==> src/rtl/sra_pkg.sv <==
package sra_pkg;
  localparam int WORD_W = 32;
  localparam int SEL_W  = 4;
  localparam int ADDR_W = 16;
  localparam int CNT_W  = 7;
  localparam int LEFT_W = CNT_W + 1;

  // header layout; the field order is fixed by the link protocol
  typedef struct packed {
    logic              ctl_n;
    logic              hdr_bad;
    logic              wr;
    logic              hold;
    logic [SEL_W-1:0]  sel;
    logic [ADDR_W-1:0] addr;
    logic [CNT_W-1:0]  cnt;
    logic              par;
  } sra_hdr_t;

  typedef enum logic [1:0] {PH_HDR, PH_BURST, PH_DROP} sra_phase_e;
  typedef enum logic [1:0] {OK_ZERO, OK_WORD, OK_READ} sra_okind_e;
endpackage

==> src/rtl/sra_hdr_dec.sv <==
module sra_hdr_dec
  import sra_pkg::*;
(
  input  logic [WORD_W-1:0] word_i,
  output sra_hdr_t          hdr_o,
  output logic              par_ok_o,
  output logic [WORD_W-1:0] echo_o
);
  logic [WORD_W-1:0] echo_base;

  always_comb begin
    hdr_o     = sra_hdr_t'(word_i);
    par_ok_o  = ^word_i;
    echo_base = word_i;
    echo_base[30] = ~(^word_i);
    echo_base[0]  = 1'b0;
  end

  // bit 0 chosen so that the echoed word has odd parity
  assign echo_o = {echo_base[WORD_W-1:1], ~(^echo_base)};
endmodule

==> src/rtl/sra_burst_ctl.sv <==
module sra_burst_ctl
  import sra_pkg::*;
(
  input  logic              clk,
  input  logic              rst_n,
  input  logic              cs_n_i,
  input  logic              in_valid_i,
  input  logic [WORD_W-1:0] in_word_i,
  input  sra_hdr_t          hdr_i,
  input  logic              par_ok_i,
  input  logic [WORD_W-1:0] echo_i,
  output logic              take_o,
  output sra_okind_e        kind_o,
  output logic [WORD_W-1:0] word_o,
  output logic [SEL_W-1:0]  reg_sel_o,
  output logic [ADDR_W-1:0] reg_addr_o,
  output logic              reg_we_o,
  output logic              reg_re_o
);
  sra_phase_e        phase_q, phase_d;
  logic [ADDR_W-1:0] addr_q, addr_d;
  logic [LEFT_W-1:0] left_q, left_d;
  logic [SEL_W-1:0]  sel_q, sel_d;
  logic              wr_q, wr_d, hold_q, hold_d;
  logic              acc;
  logic              upd_en;

  assign take_o = in_valid_i & ~cs_n_i;
  assign upd_en = cs_n_i | in_valid_i;

  always_comb begin
    phase_d = phase_q;
    addr_d  = addr_q;
    left_d  = left_q;
    sel_d   = sel_q;
    wr_d    = wr_q;
    hold_d  = hold_q;
    acc     = 1'b0;
    kind_o  = OK_ZERO;
    word_o  = in_word_i;
    if (cs_n_i) begin
      phase_d = PH_HDR;
    end else if (in_valid_i) begin
      unique case (phase_q)
        PH_HDR: begin
          if (hdr_i.ctl_n) begin
            phase_d = PH_DROP;
          end else begin
            kind_o = OK_WORD;
            word_o = echo_i;
            if (par_ok_i) begin
              phase_d = PH_BURST;
              addr_d  = hdr_i.addr;
              left_d  = {1'b0, hdr_i.cnt} + LEFT_W'(1);
              sel_d   = hdr_i.sel;
              wr_d    = hdr_i.wr;
              hold_d  = hdr_i.hold;
            end else begin
              phase_d = PH_DROP;
            end
          end
        end
        PH_BURST: begin
          if (left_q != '0) begin
            acc    = 1'b1;
            left_d = left_q - LEFT_W'(1);
            if (!hold_q) addr_d = addr_q + ADDR_W'(1);
            kind_o = wr_q ? OK_WORD : OK_READ;
          end else begin
            phase_d = PH_HDR;
          end
        end
        default: phase_d = PH_DROP;
      endcase
    end
  end

  always_ff @(posedge clk or negedge rst_n) begin
    if (!rst_n) begin
      phase_q <= PH_HDR;
      addr_q  <= '0;
      left_q  <= '0;
      sel_q   <= '0;
      wr_q    <= 1'b0;
      hold_q  <= 1'b0;
    end else if (upd_en) begin
      phase_q <= phase_d;
      addr_q  <= addr_d;
      left_q  <= left_d;
      sel_q   <= sel_d;
      wr_q    <= wr_d;
      hold_q  <= hold_d;
    end
  end

  assign reg_sel_o  = sel_q;
  assign reg_addr_o = addr_q;
  assign reg_we_o   = acc & wr_q;
  assign reg_re_o   = acc & ~wr_q;
endmodule

==> src/rtl/sra_echo_pipe.sv <==
module sra_echo_pipe
  import sra_pkg::*;
(
  input  logic              clk,
  input  logic              rst_n,
  input  logic              take_i,
  input  sra_okind_e        kind_i,
  input  logic [WORD_W-1:0] word_i,
  input  logic [WORD_W-1:0] rdata_i,
  input  logic              hit_i,
  output logic              out_valid_o,
  output logic [WORD_W-1:0] out_word_o
);
  logic              s1_v_q;
  sra_okind_e        s1_kind_q;
  logic [WORD_W-1:0] s1_word_q;
  logic [WORD_W-1:0] out_word_d;

  always_comb begin
    unique case (s1_kind_q)
      OK_READ: out_word_d = hit_i ? rdata_i : '0;
      OK_WORD: out_word_d = s1_word_q;
      default: out_word_d = '0;
    endcase
  end

  always_ff @(posedge clk or negedge rst_n) begin
    if (!rst_n) begin
      s1_v_q      <= 1'b0;
      s1_kind_q   <= OK_ZERO;
      s1_word_q   <= '0;
      out_valid_o <= 1'b0;
      out_word_o  <= '0;
    end else begin
      s1_v_q      <= take_i;
      out_valid_o <= s1_v_q;
      if (take_i) begin
        s1_kind_q <= kind_i;
        s1_word_q <= word_i;
      end
      if (s1_v_q) out_word_o <= out_word_d;
    end
  end
endmodule

==> src/rtl/sra_cmd_engine.sv <==
module sra_cmd_engine
  import sra_pkg::*;
(
  input  logic              clk,
  input  logic              rst_n,
  input  logic              cs_n,
  input  logic              in_valid,
  input  logic [WORD_W-1:0] in_word,
  output logic              out_valid,
  output logic [WORD_W-1:0] out_word,
  output logic [SEL_W-1:0]  reg_sel,
  output logic [ADDR_W-1:0] reg_addr,
  output logic [WORD_W-1:0] reg_wdata,
  output logic              reg_we,
  output logic              reg_re,
  input  logic [WORD_W-1:0] reg_rdata,
  input  logic              reg_hit
);
  logic              rst_meta_n, rst_sync_n;
  sra_hdr_t          hdr;
  logic              par_ok;
  logic [WORD_W-1:0] echo_hdr;
  logic              take;
  sra_okind_e        kind;
  logic [WORD_W-1:0] slot_word;

  always_ff @(posedge clk or negedge rst_n) begin
    if (!rst_n) begin
      rst_meta_n <= 1'b0;
      rst_sync_n <= 1'b0;
    end else begin
      rst_meta_n <= 1'b1;
      rst_sync_n <= rst_meta_n;
    end
  end

  sra_hdr_dec u_dec (
    .word_i   (in_word),
    .hdr_o    (hdr),
    .par_ok_o (par_ok),
    .echo_o   (echo_hdr)
  );

  sra_burst_ctl u_ctl (
    .clk        (clk),
    .rst_n      (rst_sync_n),
    .cs_n_i     (cs_n),
    .in_valid_i (in_valid),
    .in_word_i  (in_word),
    .hdr_i      (hdr),
    .par_ok_i   (par_ok),
    .echo_i     (echo_hdr),
    .take_o     (take),
    .kind_o     (kind),
    .word_o     (slot_word),
    .reg_sel_o  (reg_sel),
    .reg_addr_o (reg_addr),
    .reg_we_o   (reg_we),
    .reg_re_o   (reg_re)
  );

  assign reg_wdata = in_word;

  sra_echo_pipe u_pipe (
    .clk         (clk),
    .rst_n       (rst_sync_n),
    .take_i      (take),
    .kind_i      (kind),
    .word_i      (slot_word),
    .rdata_i     (reg_rdata),
    .hit_i       (reg_hit),
    .out_valid_o (out_valid),
    .out_word_o  (out_word)
  );
endmodule

==> config.mk <==
export PLATFORM = sky130hd
export DESIGN_NAME = sra_cmd_engine
export DESIGN_NICKNAME = d
export VERILOG_FILES = /design/src/rtl/sra_pkg.sv /design/src/rtl/sra_hdr_dec.sv /design/src/rtl/sra_burst_ctl.sv /design/src/rtl/sra_echo_pipe.sv /design/src/rtl/sra_cmd_engine.sv
export SDC_FILE = /design/constraint.sdc
export NUM_CORES = 1
export LEC_CHECK = 0
export BUFFER_PORTS_ARGS = -buffer_cell sky130_fd_sc_hd__buf_2
export CORE_MARGIN = 4
export CORE_UTILIZATION = 53
export CTS_CLUSTER_SIZE = 8
export DETAILED_ROUTE_END_ITERATION = 7
export GPL_TIMING_DRIVEN = 0
export PLACE_DENSITY = 0.78
export SYNTH_ARGS = -nofsm -noshare
export SYNTH_HDL_FRONTEND = slang
export SYNTH_SLANG_ARGS = --single-unit
==> constraint.sdc <==
create_clock -name clk -period 3.85 [get_ports clk]
set_input_delay 1.155 -clock clk [delete_from_list [all_inputs] [get_ports clk]]
set_output_delay 1.155 -clock clk [all_outputs]
set_load 0.03 [all_outputs]
==> key figures, run 1 <==
Yosys
  – Area contributors post-synth: dfrtp_1 46%, nand2_1 7.2%, a22oi_1 4.4%, buf_4 4.4%, o22ai_1 4.2%
  – Ys Warns: 0
  – Post-synth top cells: 105 x nand2_1, 102 x dfrtp_1, 42 x inv_1, 37 x o22ai_1
  – Synth unique cells: 55
  – Post-Synthesis Net Count: 667
  – Post-synth EDFFs: 0
  – Post-Syn Area: 5500 um^2
  – Cell taking the most area after synthesis: dfrtp_1
  – Main synth FF type: dfrtp_1
  – Syn_area_per_cell: 9.35 um^2
  – Yosys reg bits: 102
  – Post-synth ARST share: 100%
  – Sequential share of the synthesized area: 46.4%
  – Post-synth top area share: 46.4%
  – Most common cell in the netlist: nand2_1
  – Syn Inst Count: 588

GRT
  – Global-route wire length before repair: 24.4 mm
  – Initial antenna violation count: 0
  – Largest net degree at the start of global routing: 55
  – Gr ovfl total: 0
  – Total Routing Usage GR: 25.9%
  – Via count of the first global-routing pass: 4860

Clock network
  – Clk_lat worst skew: 380 ps
  – Clock sinks: 102
  – Clock Tree Buf Depth: 2
  – H-tree Lvls: 3
  – TritonCTS clock tree: yes
  – CTS resizes: 1
  – Clk root buf: clkbuf_8
  – CTS Buf Count: 9
  – Postcts setup bufs: 0
  – CTS clk-pin slew, worst paths: 100 ps
  – Hold-fix buffers, CTS: 0

Floorplanning
  – Core region area: 9950 um^2
  – Die Ht: 110 um
  – Die ar.: 12100 um^2
  – Num ports: 156
  – DIE WIDTH: 110 um
  – Row cnt: 36
  – Initial Util: 55.3%

Detailed routing
  – Antenna viol nets, final: 0
  – DRT Pass-1 Iters: 5
  – Drt wl/cell: 17.3 um
  – Vias per Instance: 5.69
  – DRT Wirelength: 15.5 mm
  – DR iter-0 viols: 375
  – Post-route DRC: 0
  – Via count: 5084

Worst setup path
  – R2R Setup Slk: 1030 ps
  – Crit-path max FO: 5
  – Startpoint Class: flip-flop
  – Reg-to-reg critical path startpoint: u_ctl.left_q[0]$_DFFE_PN0P_
  – CP Capture Type: primary output
  – Worst reg2reg path depth: 9
  – CP arrival: 2540 ps
  – Crit Path Category: reg -> out
  – RR Endpoint: u_ctl.reg_addr_o[0]$_DFFE_PN0P_
  – Req. time, crit path: 2690 ps

STA
  – Max Slew Vio Count: 0
  – Achievable Freq: 271 MHz
  – Setup TNS: 0 ps
  – Hold Fails Final Rpt: 0
  – Final Setup Violations: 0
  – Hold WS: 362 ps
  – Clk_skew: 11.0 ps
  – Rel. slew slack: 41.1%
  – Min Tclk post-route: 3690 ps
  – Period utilization: 95.9%
  – Worst Max-Slew Pin Slew: 875 ps
  – RSZ-0062 raised after global routing: no

Place
  – I/O Buffers: 155
  – Final RePlAce weighted congestion: 0.900
  – DPL Wire Length: 11.7 mm

Worst hold path
  – Worst Hold Class: reg -> async

Outcome
  – Outcome: completed

Job
  – Max_cap viols: 0

Layout
  – Fill cell count: 824
  – Post-layout net count: 834
  – Share of cells above drive strength 1: 29.7%
  – N_diodes: 0
  – Flip-flop and latch area: 2560 um^2
  – Synth-to-Final Area Change: 21.6%
  – Area occupied by multi-input gates: 2430 um^2

Pwr
  – Pwr Density: 610 nW/um^2
  – Pleak: 3.26 nW
  – Max VDD drop: 0.000494 V
[logic make-up (layout without fill, tap and decap cells)]
family                     Yosys count  after routing  share of synthesized area (%)
and+or+nand+nor                    177            177                           13.8
AOI/OAI and AO/OA                  149            149                           18.7
buffers and inverters              109            281                           9.96
DFF                                102            102                           46.4
xor gates and xnor gates            31             31                           6.80
adders and majority gates           10             10                           2.27
muxes                                9              9                           1.93
other                                1              1                         0.0682
[per-stage QoR]
step                power [W]  area, um^2  setup slack [ps]  utilization, %  instances
floorplan             0.00287        5500               123               -        588
global placement      0.00335        6440              -244            64.7        876
detailed placement    0.00339        6470             -56.8            65.0        877
CTS                   0.00407        6670              60.9            67.0        893
global route          0.00431        6690              52.4            67.2        893
finish                0.00408        6690               157            67.2        893
[flip-flops by register name, summed over array words and instances (netlist names), 2 cells and up]
| name | flops |
|---|---|
| u_ctl.phase_q | 2 |
| u_ctl.reg_addr_o | 16 |
| u_ctl.left_q | 8 |
| u_pipe.s1_word_q | 32 |
| u_pipe.s1_kind_q | 2 |
| u_ctl.reg_sel_o | 4 |
| u_pipe.out_word_o | 32 |
[worst max-delay path by stage]
stage | startpoint | end | slack [ps]
global placement | rst_sync_n$_DFF_PN0_ | u_ctl.reg_sel_o[0]$_DFFE_PN0P_ | -240
detailed placement | in_word[4] | u_pipe.s1_word_q[0]$_DFFE_PN0P_ | -60
floorplan | cs_n | reg_re | 120
CTS | u_ctl.left_q[0]$_DFFE_PN0P_ | reg_we | 60
finish | u_ctl.left_q[0]$_DFFE_PN0P_ | reg_we | 160
global route | u_ctl.left_q[0]$_DFFE_PN0P_ | reg_we | 50
[final cells by class]
type,count,area share (%)
Tap cell,133,2.49
Timing Repair Buffer,156,12.0
Buffer,66,5.74
Clock inverter,7,0.954
Clock buffer,9,1.85
Sequential cell,102,38.2
Inverter,43,2.45
Multi-Input combinational cell,377,36.3
[report_power, final]
part / total (W) / internal [W] / switching, W
combinational: 0.00184 / 0.000724 / 0.00111
sequential: 0.00158 / 0.00132 / 0.000250
clock: 0.000669 / 0.000253 / 0.000416
total: 0.00408 / 0.00230 / 0.00178
[layout by cell type, fill, tap and decap left out, drive strengths merged, types with 3 or more instances in the layout]
cell type and n:
a21oi 21, nor2 32, and3 5, o21ai 18, buf 197, clkbuf 34
xnor3 6, inv 48, o2bb2ai 4, nand2b 5, dfrtp 102, a22oi 32
and2 3, a31oi 6, nand2 105, a21o 3, o32a 10, nor3 6
xnor2 23, mux2 7, ha 10, nand3 7, o22ai 37, nor4 6
a41oi 3
[worst max-delay path, stage by stage (launching register included)]
cell and delay [ps]:
dfrtp_1 440, inv_1 110, ha_1 200, or3b_2 530
nor4_4 370, nor3_2 130, and2_1 200, buf_2 180
[metal layers]
metal	track usage (%)	vias to the layer above	wire (um)
met4	6.32	0	189
met2	43.5	250	7740
li1	-	2353	-
met3	4.52	23	1090
met5	0	-	0
met1	34.9	2458	6450
No activity file was read; power rests on OpenSTA's default activity.
==> run 2: changes to the inputs <==
- CORE_UTILIZATION: 53 -> 57
- PLACE_DENSITY: 0.78 -> 0.83
- clock period: 3.85 -> 4.55 ns (I/O delays scaled with it)
==> run 2 against run 1 <==
- via count down 0.18%
- critical endpoint unchanged
- critical path depth is the same
- clock skew grew 2.0 ps
- clock power fell by 17%
- register-to-register slack better by 310 ps
- largest power group unchanged
- flip-flop and latch count unchanged
==> key figures, run 2 (same netlist as run 1, synthesis figures left out) <==
STA
  – Hold WS: 264 ps (-97.3 ps)
  – Hold Fails Final Rpt: 0 (unchanged)
  – Max Slew Vio Count: 0 (unchanged)
  – Period utilization: 93.5%
  – Clk_skew: 13.0 ps (+1.99 ps)
  – RSZ-0062 raised after global routing: no
  – Worst Max-Slew Pin Slew: 810 ps (-66.0 ps)
  – Final Setup Violations: 0 (unchanged)
  – Rel. slew slack: 45.6% (+4.4 points)
  – Setup TNS: 0 ps (unchanged)
  – Min Tclk post-route: 4250 ps
  – Achievable Freq: 235 MHz

GRT
  – Via count of the first global-routing pass: 5032 (+3.5%)
  – Gr ovfl total: 0 (unchanged)
  – Total Routing Usage GR: 27.4% (+1.5 points)
  – Largest net degree at the start of global routing: 75 (+36%)
  – Initial antenna violation count: 0 (unchanged)
  – Global-route wire length before repair: 24.9 mm (+2.3%)

Worst setup path
  – Startpoint Class: flip-flop
  – CP Capture Type: primary output
  – Worst Setup SP: u_ctl.left_q[0]$_DFFE_PN0P_
  – Crit-path max FO: 5 (unchanged)
  – Crit Path Category: reg -> out
  – Worst reg2reg path depth: 9 (unchanged)
  – Reg-to-reg critical path startpoint: u_ctl.left_q[0]$_DFFE_PN0P_
  – Req. time, crit path: 3180 ps (+490 ps)
  – CP arrival: 2890 ps (+350 ps)

Floorplanning
  – Initial Util: 59.0% (+3.7 points)
  – Die ar.: 11300 um^2 (-6.5%)
  – Die Ht: 106 um (-3.3%)
  – DIE WIDTH: 106 um (-3.3%)
  – Num ports: 156 (unchanged)
  – Core region area: 9330 um^2 (-6.3%)
  – Row cnt: 35 (-2.8%)

Place
  – Final RePlAce weighted congestion: 0.860 (-4.4%)
  – DP Area: 6470 um^2 (about the same)
  – DPL Wire Length: 11.6 mm (-0.76%)
  – I/O Buffers: 155 (unchanged)

Outcome
  – Outcome: completed

Layout
  – Fin area: 6670 um^2 (-0.34%)
  – Finished Core Util: 71.5% (+4.3 points)
  – Most common cell after layout, fill and taps aside: buf_2
  – Post-layout net count: 834 (unchanged)
  – Share of cells above drive strength 1: 29.5% (-0.26 points)
  – N_diodes: 0 (unchanged)
  – Synth-to-Final Area Change: 21.2%
  – Most frequent cells in the layout: 156 x buf_2, 105 x nand2_1, 101 x dfrtp_1, 42 x inv_1, 37 x o22ai_1

Clock network
  – Hold-fix buffers, CTS: 0 (unchanged)
  – TritonCTS clock tree: yes
  – CTS clk-pin slew, worst paths: 110 ps (about the same)
  – Clock sinks: 102 (unchanged)
  – Clk_lat worst skew: 370 ps (about the same)
  – CTS Buf Count: 9 (unchanged)
  – Clock Tree Buf Depth: 2 (unchanged)
  – CTS resizes: 0 (-1)
  – Postcts setup bufs: 0 (unchanged)
  – H-tree Lvls: 3 (unchanged)
  – Clk root buf: clkbuf_8

Detailed routing
  – Via count: 5075 (-0.18%)
  – Drt wl/cell: 17.2 um (-0.48%)
  – Antenna viol nets, final: 0 (unchanged)
  – DRT Pass-1 Iters: 6 (+1)
  – Vias per Instance: 5.71 (+0.27%)
  – DRT Wirelength: 15.3 mm (-0.92%)
  – Post-route DRC: 0 (unchanged)
  – DR iter-0 viols: 345 (-8.0%)

Pwr
  – Pleak: 3.26 nW (-0.13%)
  – Pwr Density: 515 nW/um^2 (-16%)
  – Max VDD drop: 0.000394 V (-20%)
  – Power, Total: 0.00343 W (-16%)

Job
  – Max_cap viols: 0 (unchanged)

Worst hold path
  – Worst Hold Class: reg -> async
-- run 2: cell count changes in the layout (fill, tap and decap cells not counted) --
cell	previous run	this run
nor4_1	4	5
clkinv_8	0	1
nor4_4	1	0
inv_8	3	1
clkinv_4	0	1
nor3_2	1	0
nor3_1	5	6
-- run 2: critical path, cell delays in order, from the launching register on --
cell and delay [ps]:
dfrtp_1 430, inv_1 110, ha_1 190, or3b_2 500
nor4_1 650, nor3_1 230, and2_1 230, buf_2 180
-- run 2: worst paths after layout --
| kind | to | slack [ps] |
|---|---|---|
| min in group clk | rst_sync_n$_DFF_PN0_ | 380 |
| hold reg to reg | u_ctl.left_q[1]$_DFFE_PN0P_ | 260 |
| hold / removal | u_ctl.left_q[1]$_DFFE_PN0P_ | 260 |
| setup / recovery | reg_we | 300 |
| max in group asynchronous | u_pipe.s1_word_q[24]$_DFFE_PN0P_ | 3620 |
| setup reg to reg | u_ctl.reg_addr_o[0]$_DFFE_PN0P_ | 1340 |
-- run 2: metal layers --
layer  part of all wire (%)  track usage (%)  vias up
li1                       -                -     2348
met1                     41             36.4     2454
met2                     50             45.7      237
met3                    6.9             4.25       36
met4                    2.0             9.81        0
met5                      0                0        -
-- run 2: metrics by stage --
stage               instances  setup slack, ps
global placement          872              448
CTS                       889              318
finish                    889              296
detailed placement        873              438
floorplan                 588              403
global route              889              200
-- run 2: layout make-up --
cell class                 count  area (um^2)
fill                         710         2660
sequential                   102         2560
multi-input combinational    377         2410
timing repair buffer         156          803
buffer                        66          384
inverter                      43          164
tap                          129          161
clock buffer                   9          124
clock inverter                 7         66.3
-- run 2: power breakdown --
| group | switching [W] | internal [W] |
|---|---|---|
| clock network | 0.000341 | 0.000212 |
| registers | 0.000203 | 0.00112 |
| logic | 0.000941 | 0.000612 |
